## config.mk

```make
export PLATFORM = sky130hd
export DESIGN_NAME = attr_regport
export DESIGN_NICKNAME = d
export VERILOG_FILES = /design/src/rtl/attr_pkg.sv /design/src/rtl/attr_toggle.sv /design/src/rtl/attr_rdmux.sv /design/src/rtl/attr_regfile.sv /design/src/rtl/attr_regport.sv
export SDC_FILE = /design/constraint.sdc
export NUM_CORES = 1
export LEC_CHECK = 0
export ABC_AREA = 0
export BUFFER_PORTS_ARGS = -buffer_cell sky130_fd_sc_hd__buf_2
export CORE_AREA = 2 2 125 127
export DETAILED_ROUTE_END_ITERATION = 8
export DIE_AREA = 0 0 127 129
export HOLD_SLACK_MARGIN = 0.08
export MAX_ROUTING_LAYER = met4
export PLACE_DENSITY = 0.74
export SYNTH_ARGS = -nofsm -noshare
export SYNTH_HDL_FRONTEND = slang
export SYNTH_SLANG_ARGS = --single-unit
```

## constraint.sdc

```tcl
create_clock -name clk -period 2.15 [get_ports clk]
set_clock_uncertainty 0.1 [all_clocks]
set_input_delay 0 -clock clk [delete_from_list [all_inputs] [get_ports clk]]
set_output_delay 0 -clock clk [all_outputs]
set_load 0.005 [all_outputs]
```

## src/rtl/attr_pkg.sv

```systemverilog
`timescale 1ns/1ps
package attr_pkg;

   localparam int unsigned AC_DW    = 8;
   localparam int unsigned AC_IDX_W = 5;
   localparam int unsigned AC_NPAL  = 16;
   localparam int unsigned AC_NCTL  = 5;

   typedef enum logic {
      PH_INDEX = 1'b0,
      PH_DATA  = 1'b1
   } phase_e;

   typedef enum logic [2:0] {
      PS_TEXT = 3'd0,
      PS_CGA  = 3'd1,
      PS_EGA  = 3'd2,
      PS_VGA  = 3'd3,
      PS_P8   = 3'd4
   } preset_e;

   // Bits that a register can hold; r is the register index, npal the palette size.
   function automatic logic [7:0] keep_mask(input int unsigned r, input int unsigned npal);
      if (r == npal)                          return 8'hEF;
      else if (r == npal + 3 || r == npal + 4) return 8'h0F;
      else                                    return 8'h3F;
   endfunction

   // Reset contents, computed from the preset code and register index.
   function automatic logic [7:0] preset_value(input logic [2:0] sel,
                                               input int unsigned r,
                                               input int unsigned npal);
      logic [7:0] v;
      logic [7:0] lo;
      lo = 8'(r % 8);
      v  = 8'h00;
      if (r < npal) begin
         case (sel)
            PS_CGA: begin
               if (r == 0)      v = 8'h00;
               else if (r < 4)  v = 8'(8'h11 + 2 * r);
               else if (r < 7)  v = 8'(2 * (r - 3));
               else if (r < 8)  v = 8'h07;
               else             v = 8'h10 + lo;
            end
            PS_EGA:  v = (r < 8) ? 8'(r) : (8'h10 + lo);
            PS_P8:   v = 8'(r);
            default: begin
               if (r == 6)      v = 8'h14;
               else if (r < 8)  v = 8'(r);
               else             v = 8'h38 + lo;
            end
         endcase
      end else begin
         case (r - npal)
            0: begin
               case (sel)
                  PS_CGA, PS_EGA, PS_VGA: v = 8'h01;
                  PS_P8:                  v = 8'h41;
                  default:                v = 8'h0C;
               endcase
            end
            2: v = (sel == PS_CGA) ? 8'h03 : 8'h0F;
            3: v = (sel == PS_CGA || sel == PS_EGA || sel == PS_VGA || sel == PS_P8) ? 8'h00 : 8'h08;
            default: v = 8'h00;
         endcase
      end
      return v & keep_mask(r, npal);
   endfunction

endpackage

```

## src/rtl/attr_toggle.sv

```systemverilog
`timescale 1ns/1ps
module attr_toggle
   import attr_pkg::*;
#(
   parameter int unsigned DW    = AC_DW,
   parameter int unsigned IDX_W = AC_IDX_W
) (
   input  logic             clk,
   input  logic             rst_n,
   input  logic             wr_en,
   input  logic             stat_rd,
   input  logic [DW-1:0]    wr_data,
   output phase_e           phase,
   output logic [IDX_W-1:0] sel_idx,
   output logic             lock,
   output logic             val_stb
);

   logic take;

   assign take    = wr_en && !stat_rd;
   assign val_stb = take && (phase == PH_DATA);

   always_ff @(posedge clk) begin
      if (!rst_n) begin
         phase   <= PH_INDEX;
         sel_idx <= '0;
         lock    <= 1'b1;
      end else if (stat_rd) begin
         phase <= PH_INDEX;
      end else if (wr_en) begin
         if (phase == PH_INDEX) begin
            sel_idx <= wr_data[IDX_W-1:0];
            lock    <= wr_data[IDX_W];
            phase   <= PH_DATA;
         end else begin
            phase <= PH_INDEX;
         end
      end
   end

endmodule

```

## src/rtl/attr_rdmux.sv

```systemverilog
`timescale 1ns/1ps
module attr_rdmux #(
   parameter int unsigned DW    = 8,
   parameter int unsigned IDX_W = 5,
   parameter int unsigned NPAL  = 16,
   parameter int unsigned NREGS = 21
) (
   input  logic [IDX_W-1:0]           sel_idx,
   input  logic                       lock,
   input  logic [NREGS-1:0][DW-1:0]   regs,
   output logic                       acc,
   output logic [DW-1:0]              rd_data
);

   localparam logic [IDX_W:0] LIM_ALL = (IDX_W+1)'(NREGS);
   localparam logic [IDX_W:0] LIM_PAL = (IDX_W+1)'(NPAL);

   logic            exists;
   logic            is_pal;
   logic [DW-1:0]   pick;
   logic [DW-1:0]   echo;

   always_comb begin
      exists = {1'b0, sel_idx} < LIM_ALL;
      is_pal = {1'b0, sel_idx} < LIM_PAL;
      acc    = exists && (!lock || !is_pal);
      pick   = '0;
      for (int r = 0; r < NREGS; r++) begin
         if (sel_idx == IDX_W'(r)) pick = regs[r];
      end
      echo             = '0;
      echo[IDX_W-1:0]  = sel_idx;
      echo[IDX_W]      = lock;
      rd_data          = acc ? pick : echo;
   end

endmodule

```

## src/rtl/attr_regfile.sv

```systemverilog
`timescale 1ns/1ps
module attr_regfile
   import attr_pkg::*;
#(
   parameter int unsigned DW    = 8,
   parameter int unsigned IDX_W = 5,
   parameter int unsigned NPAL  = 16,
   parameter int unsigned NREGS = 21
) (
   input  logic                       clk,
   input  logic                       rst_n,
   input  logic [2:0]                 preset_sel,
   input  logic                       val_stb,
   input  logic                       acc,
   input  logic [IDX_W-1:0]           sel_idx,
   input  logic [DW-1:0]              wr_data,
   input  logic                       dirty_clr,
   output logic [NREGS-1:0][DW-1:0]   regs,
   output logic [NREGS-1:0]           dirty
);

   localparam logic [IDX_W-1:0] MODE_IX = IDX_W'(NPAL);
   localparam logic [IDX_W-1:0] CSEL_IX = IDX_W'(NPAL + 4);

   logic accepted;
   logic bulk;

   assign accepted = val_stb && acc;
   assign bulk     = accepted && (sel_idx == MODE_IX || sel_idx == CSEL_IX);

   for (genvar g = 0; g < NREGS; g++) begin : g_reg
      logic          hit;
      logic [DW-1:0] nv;
      logic          chg;
      logic          touch;

      assign hit = accepted && (sel_idx == IDX_W'(g));
      assign nv  = wr_data & DW'(keep_mask(g, NPAL));
      assign chg = hit && (nv != regs[g]);

      if (g < NPAL) begin : g_pal
         assign touch = chg || bulk;
      end else begin : g_ctl
         assign touch = chg;
      end

      always_ff @(posedge clk) begin
         if (!rst_n) begin
            regs[g]  <= DW'(preset_value(preset_sel, g, NPAL));
            dirty[g] <= 1'b1;
         end else begin
            if (hit) regs[g] <= nv;
            if (touch)          dirty[g] <= 1'b1;
            else if (dirty_clr) dirty[g] <= 1'b0;
         end
      end
   end

endmodule

```

## src/rtl/attr_regport.sv

```systemverilog
`timescale 1ns/1ps
module attr_regport
   import attr_pkg::*;
#(
   parameter int unsigned DW    = AC_DW,
   parameter int unsigned IDX_W = AC_IDX_W,
   parameter int unsigned NPAL  = AC_NPAL,
   parameter int unsigned NCTL  = AC_NCTL
) (
   input  logic                   clk,
   input  logic                   rst_n,
   input  logic [2:0]             preset_sel,
   input  logic                   wr_en,
   input  logic [DW-1:0]          wr_data,
   input  logic                   stat_rd,
   input  logic                   dirty_clr,
   output logic [DW-1:0]          rd_data,
   output logic                   video_on,
   output logic [NPAL+NCTL-1:0]   dirty
);

   localparam int unsigned NREGS = NPAL + NCTL;

   if (NREGS > (1 << IDX_W)) begin : g_bad_idx
      $error("attr_regport: register count does not fit the selector width");
   end
   if (DW != 8) begin : g_bad_dw
      $error("attr_regport: register masks assume an 8-bit data path");
   end
   if (NCTL != 5) begin : g_bad_ctl
      $error("attr_regport: exactly five control registers are supported");
   end
   if (IDX_W + 1 > DW) begin : g_bad_lock
      $error("attr_regport: lock bit must fit in the written byte");
   end

   phase_e                    tg_phase;
   logic [IDX_W-1:0]          sel_idx;
   logic                      lock;
   logic                      val_stb;
   logic                      acc;
   logic [NREGS-1:0][DW-1:0]  regs;

   attr_toggle #(.DW(DW), .IDX_W(IDX_W)) u_toggle (
      .clk     (clk),
      .rst_n   (rst_n),
      .wr_en   (wr_en),
      .stat_rd (stat_rd),
      .wr_data (wr_data),
      .phase   (tg_phase),
      .sel_idx (sel_idx),
      .lock    (lock),
      .val_stb (val_stb)
   );

   attr_rdmux #(.DW(DW), .IDX_W(IDX_W), .NPAL(NPAL), .NREGS(NREGS)) u_rdmux (
      .sel_idx (sel_idx),
      .lock    (lock),
      .regs    (regs),
      .acc     (acc),
      .rd_data (rd_data)
   );

   attr_regfile #(.DW(DW), .IDX_W(IDX_W), .NPAL(NPAL), .NREGS(NREGS)) u_regs (
      .clk        (clk),
      .rst_n      (rst_n),
      .preset_sel (preset_sel),
      .val_stb    (val_stb),
      .acc        (acc),
      .sel_idx    (sel_idx),
      .wr_data    (wr_data),
      .dirty_clr  (dirty_clr),
      .regs       (regs),
      .dirty      (dirty)
   );

   assign video_on = lock;

endmodule

```

After elaboration in Yosys (flattened, before gate mapping)
Index checks and enable logic that the tools add are counted.
{"block": "word_totals", "regBits": 196, "inputBits": 16, "elab_cells": 338}
{"block": "op_classes", "magnitude_cmp": 2, "n_eq_ne": 66, "n_mux": 104, "n_bitwise": 23, "n_reduce_logical": 98}
{"operator": "2-to-1 mux 8 bit", "count": 86}
{"operator": "bitwise AND 8 bit", "count": 20}
{"operator": "!= test 6 x 8 -> 1 bit", "count": 18}
{"operator": "case mux 6 bit (2 select lines)", "count": 8}
{"operator": "logical AND 1 bit", "count": 47}
{"operator": "OR reduction 2 bit", "count": 23}
{"operator": "!= test 2 x 1 -> 1 bit (second input constant)", "count": 21}
{"operator": "== test 5 x 4 -> 1 bit (second input constant)", "count": 8}
{"operator": "== test 5 bit (second input constant)", "count": 5}
{"operator": "logical OR 1 bit", "count": 21}
{"operator": "== test 5 x 3 -> 1 bit (second input constant)", "count": 4}
{"operator": "2-to-1 mux 5 bit", "count": 4}
{"operator": "!= test 4 x 8 -> 1 bit", "count": 2}
{"operator": "case mux 7 bit (2 select lines)", "count": 1}
{"operator": "== test 5 x 2 -> 1 bit (second input constant)", "count": 2}
{"operator": "< comparator 5 bit (second input constant)", "count": 2}
{"operator": "2-to-1 mux 4 bit", "count": 2}
{"operator": "!= test 8 bit", "count": 1}
{"operator": "== test 3 x 2 -> 1 bit (second input constant)", "count": 2}
{"operator": "OR reduction 3 bit", "count": 2}
{"operator": "== test 5 x 1 -> 1 bit (second input constant)", "count": 1}
{"operator": "logical NOT 5 bit", "count": 1}
{"operator": "== test 3 x 1 -> 1 bit (second input constant)", "count": 1}
{"operator": "== test 3 bit (second input constant)", "count": 1}
{"operator": "5 further kinds", "count": 10}

Longest topological paths before layout
{"block": "logic_depth", "depth_word": 23, "ltp_mapped": 10, "ltp_nobuf": 6}

By module
From an unflattened synthesis, not the netlist that was laid out.
{"block": "hier_totals", "cells_unflattened": 843, "hier_area_um2": 9048.7}
{"mod": "attr_regfile", "instances": 1, "cells_per_inst": 515, "area_each_um2": 6729.0, "seq_area_each_um2": 4113.9}
{"mod": "attr_rdmux", "instances": 1, "cells_per_inst": 298, "area_each_um2": 2019.4, "seq_area_each_um2": 0.0}
{"mod": "attr_toggle", "instances": 1, "cells_per_inst": 30, "area_each_um2": 300.3, "seq_area_each_um2": 140.1}

Worst setup path after synthesis
OpenSTA, ideal clock, no wires.
{"block": "synth_path", "kind": "register to register", "from": "register u_toggle.sel_idx[4]", "to": "register u_regs.regs[128] in the netlist's numbering, enable pin", "setup_time_ns": 0.381, "t_arrival_ns": 1.783, "required_ns": 1.669, "setup_slack_ns": -0.113, "path_stages_with_launch": 7, "period_less_slack_ns": 2.263, "cell_sequence": "dfxtp_1 buf_2 nand2b_1 nor2_1 clkbuf_1 nand2_1 o21ai_0"}
{"block": "synth_between", "elab_chain_len": 7, "word_cells_on_any_way": 9, "cone_classes": "order compare (2); eq/ne (2); reduce/logical (5)"}
{"element": "start, declared", "line_no": "attr_toggle.sv:14", "source": "output logic [IDX_W-1:0] sel_idx,"}
{"element": "start signal, assigned", "line_no": "attr_toggle.sv:33", "source": "sel_idx <= wr_data[IDX_W-1:0];"}
{"element": "< comparator 5 bit", "line_no": "attr_rdmux.sv:25", "source": "is_pal = {1'b0, sel_idx} < LIM_PAL;"}
{"element": "logical NOT 1 bit", "line_no": "attr_rdmux.sv:26", "source": "acc = exists && (!lock || !is_pal);"}
{"element": "logical OR 1 bit", "line_no": "attr_rdmux.sv:26"}
{"element": "logical AND 1 bit", "line_no": "attr_rdmux.sv:26"}
{"element": "logical AND 1 bit", "line_no": "attr_regfile.sv:28", "source": "assign accepted = val_stb && acc;"}
{"element": "logical AND 1 bit *", "line_no": "attr_regfile.sv:37", "source": "assign hit = accepted && (sel_idx == IDX_W'(g));"}
{"element": "!= test 2 x 1 -> 1 bit (no line) *"}
{"element": "end signal, assigned by index", "line_no": "attr_regfile.sv:49", "source": "regs[g] <= DW'(preset_value(preset_sel, g, NPAL));"}
{"element": "end signal, assigned by index", "line_no": "attr_regfile.sv:52", "source": "if (hit) regs[g] <= nv;"}
{"element": "end, declared", "line_no": "attr_regfile.sv:18", "source": "output logic [NREGS-1:0][DW-1:0] regs,"}
Mark *: on every way between the ends. The rest lies on a longest branch, timed or not.
A chain may end at the register's enable or synchronous reset.

Worst setup path in the final report
{"block": "layout_path", "from": "register u_toggle.sel_idx[0]", "to": "output port rd_data[5]"}
{"block": "layout_between", "elab_chain_len": 23, "word_cells_on_any_way": 48, "cone_classes": "order compare (2); eq/ne (20); mux (22); reduce/logical (4)"}
{"element": "logical NOT 5 bit", "line_no": "attr_rdmux.sv:29", "source": "if (sel_idx == IDX_W'(r)) pick = regs[r];"}
{"element": "2-to-1 mux 8 bit (21 in a row)", "line_no": "attr_rdmux.sv:29"}
{"element": "2-to-1 mux 8 bit *", "line_no": "attr_rdmux.sv:34", "source": "rd_data = acc ? pick : echo;"}
{"element": "end, declared", "line_no": "attr_regport.sv:17", "source": "output logic [DW-1:0] rd_data,"}
Marks and branches as above.

==> impl_metrics.py <==
metrics = {
    "status": {
        "outcome": "complete, but fails checks",
        "violations": "setup timing",
    },
    "sta": {
        "grt_setup_unrepaired": "yes",
        "slew_viol_final": 0,
        "finalHoldViolations": 0,
        "setup_ws_ps": -382.4,
        "setup_viol": 84,
        "hold-worst-slack_ps": 122.3,
        "fin_crit_ps": 2532,
        "fmax_ghz": 0.3949,
        "slew-limit-headroom_pct": 56.60,
        "fin_tns_setup_ps": -3388,
        "period_share_pct": 117.8,
        "tightest_slew_ps": 646.0,
    },
    "worst_setup_path": {
        "path_class": "reg -> out",
        "startpoint": "u_toggle.sel_idx[0]",
        "cp-start-kind": "flop",
        "required_ps": 2050,
        "crit_path_end_kind": "output pin",
        "slowest_delay_ps": 540,
        "worstPathMaxFanout": 8,
        "arrival_ps": 2430,
        "cpMaxStageDelayCell": "mux4_2",
        "crit_path_cell_trace": "mux4_2 -> a32oi_2 -> a21oi_2 -> a2111oi_4 -> o22ai_1 -> a32o_1 -> buf_2",
        "r2r_start": "u_toggle.sel_idx[0]",
    },
    "power_and_ir_drop": {
        "power_density_nw_per_um2": 737.5,
        "p_leak_nw": 3.970,
        "peakVddDrop_mv": 0.6356,
    },
    "layout": {
        "fillCellCount": 1080,
        "layout_common_cells": "edfxtp_1, buf_4, xnor2_1",
        "area_delta_synth_final_pct": 33.95,
        "final_core_util_pct": 72.08,
        "final_common_cell": "edfxtp_1",
        "layout.nets": 917,
        "drive_gt1_share_pct": 34.79,
    },
    "grt": {
        "grt_util_met1_pct": 50.42,
        "grt_use_met3_pct": 5.863,
        "grt_usage_pct": 37.81,
        "grt_pass1_wl_microns": 43170,
        "busiest_layer": "met2",
        "overflow": 0,
        "grt_pass1_vias": 6779,
        "use_met2_pct": 58.95,
        "antenna_found_initial": 2,
        "grt_max_degree": 22,
    },
    "synthesis": {
        "synth_flop_cell": "edfxtp_1",
        "yosysWarnings": 0,
        "synth_edf_count": 123,
        "syn_inst": 719,
        "yosysTopAreaCell": "edfxtp_1",
        "syn_area_sq_um": 8059,
        "synth.area.top_cells": "edfxtp_1, xnor2_1, dfxtp_1",
        "synth_seq_area_share_pct": 52.79,
        "synth-seq-cells": 151,
        "synthArstFlopShare_pct": 0,
        "netlist.area_leader.share_pct": 45.83,
        "synth_cell_type_count": 63,
        "synth.net_count": 735,
        "avgSynthCellArea_sq_um": 11.21,
    },
    "worst_hold_path": {
        "min_from": "wr_data[5]",
        "hold_class": "in -> reg",
    },
    "place": {
        "gp_congestion": 0.9881,
        "hpwl_microns": 21720,
        "io_buffers": 45,
    },
    "floorplan": {
        "fp.dieH_microns": 129,
        "ioPinCount": 46,
        "dieWidth_microns": 127,
        "rows": 45,
        "design.die.area_sq_um": 16380,
        "start_util_pct": 53.81,
        "coreArea_sq_um": 14980,
    },
    "detailed_routing": {
        "dr.pass1.iters": 7,
        "wirelength_microns": 29780,
        "initialDrtViolationCount": 943,
        "drc": 0,
        "dr_total_vias": 7071,
        "wl_per_cell_microns": 26.97,
        "ant_nets": 0,
        "avgViaCountPerCell": 6.405,
    },
    "clock_tree": {
        "cts_inserted_buffers": 17,
        "numClockSinks": 151,
        "clk_pin_slew_ps": 70,
        "cts_max_path_buffers": 2,
        "clk_latency_ps": 440,
        "cts_tree": "built",
        "cts-root-buf": "clkbuf_16",
        "cts_max_level": 4,
    },
    "run": {
        "max-cap-violations": 0,
    },
}
[sequential cells by signal, indices dropped and copies added, names as in the netlist]
register,count
u_regs.regs,123
u_regs.dirty,21
u_toggle.sel_idx,5
u_toggle.lock,1
u_toggle.phase,1
[worst max-delay path: cells and delay by family (launching register included)]
| family | cells | cell delay (ps) |
|---|---|---|
| muxes | 1 | 540 |
| AOI/OAI and AO/OA | 5 | 870 |
| buffers and inverters | 1 | 130 |
| DFF | 1 | 450 |
[cells by family (layout without fill, tap and decap cells)]
family | after synthesis | count (layout) | share of synthesized area [%]
AOI/OAI and AO/OA | 161 | 161 | 13.31
xor gates and xnor gates | 125 | 125 | 13.58
buffers and inverters | 67 | 262 | 3.571
DFF | 151 | 151 | 52.79
muxes | 27 | 27 | 4.549
other | 0 | 2 | 0
and+or+nand+nor | 188 | 188 | 12.20
[per-layer routing]
layer | part of all wire (%) | vias up | wire length [microns]
met5 | 0 | - | 0
met4 | 4.1 | 0 | 1227
met3 | 7.7 | 94 | 2283
met2 | 47 | 415 | 13950
met1 | 41 | 3516 | 12320
li1 | - | 3046 | -
[cell usage after synthesis, types with 7 or more instances]
cell type	number
o21ai_0	45
o311ai_0	16
mux2_2	7
nor2_1	39
nor2b_1	9
inv_1	12
clkbuf_1	26
and2_1	10
a21oi_1	33
o221ai_1	9
xnor2_1	78
nand4_1	19
dfxtp_1	28
edfxtp_1	123
buf_1	7
nor3_1	28
mux2i_1	13
nand2b_1	25
xor2_1	47
nand2_1	28
o22ai_1	7
nand3_1	9
buf_2	17
mux4_2	7
[stage by stage]
stage	area, sq um	instances	power (mW)	setup WS [ps]
finish	10800	1104	7.962	-382.4
global route	10800	1104	8.157	-455.1
CTS	10260	1087	7.815	-338.8
detailed placement	9379	1038	4.885	-116.9
global placement	9379	1038	4.863	-151.7
floorplan	8059	719	4.299	-107.7
[where the power goes]
| group | switching [mW] | internal (mW) | leakage (nW) |
|---|---|---|---|
| Clock | 1.23 | 1.71 | 0.260 |
| Combinational | 0.752 | 0.639 | 2.27 |
| Sequential | 0.213 | 3.43 | 1.44 |
| Total | 2.19 | 5.77 | 3.97 |
[cell type report]
class | instances | area [sq um] | share of cell area [%]
timing repair buffer | 216 | 1775 | 16.45
antenna | 2 | 5.005 | 0.04636
sequential | 151 | 4268 | 39.53
clock buffer | 21 | 440.4 | 4.080
inverter | 14 | 52.55 | 0.4868
tap | 188 | 235.2 | 2.179
multi-input combinational | 501 | 3894 | 36.07
clock inverter | 11 | 125.1 | 1.159
[path summary, 6_finish.rpt]
path / end / slack [ps] / cells after the start
max: rd_data[5] / -380 / 7
min reg2reg: u_regs.dirty[12] / 390 / 2
min: u_regs.regs[5] / 120 / 2
max reg2reg: u_regs.regs[45] / -40 / 10
[timing repair]
| item | 4_1_cts | 5_1_grt |
|---|---|---|
| cloned | 0 | 1 |
| buffers inserted | 3 | 15 |
| hold buffers | 14 | 0 |
| endpoints found under the setup margin | 81 | 97 |
| gates resized for setup | 48 | 109 |
| pin swaps | 14 | 18 |
| endpoints found under the hold margin | 51 | 0 |
Note: power is estimated with default switching activity, not from simulation.
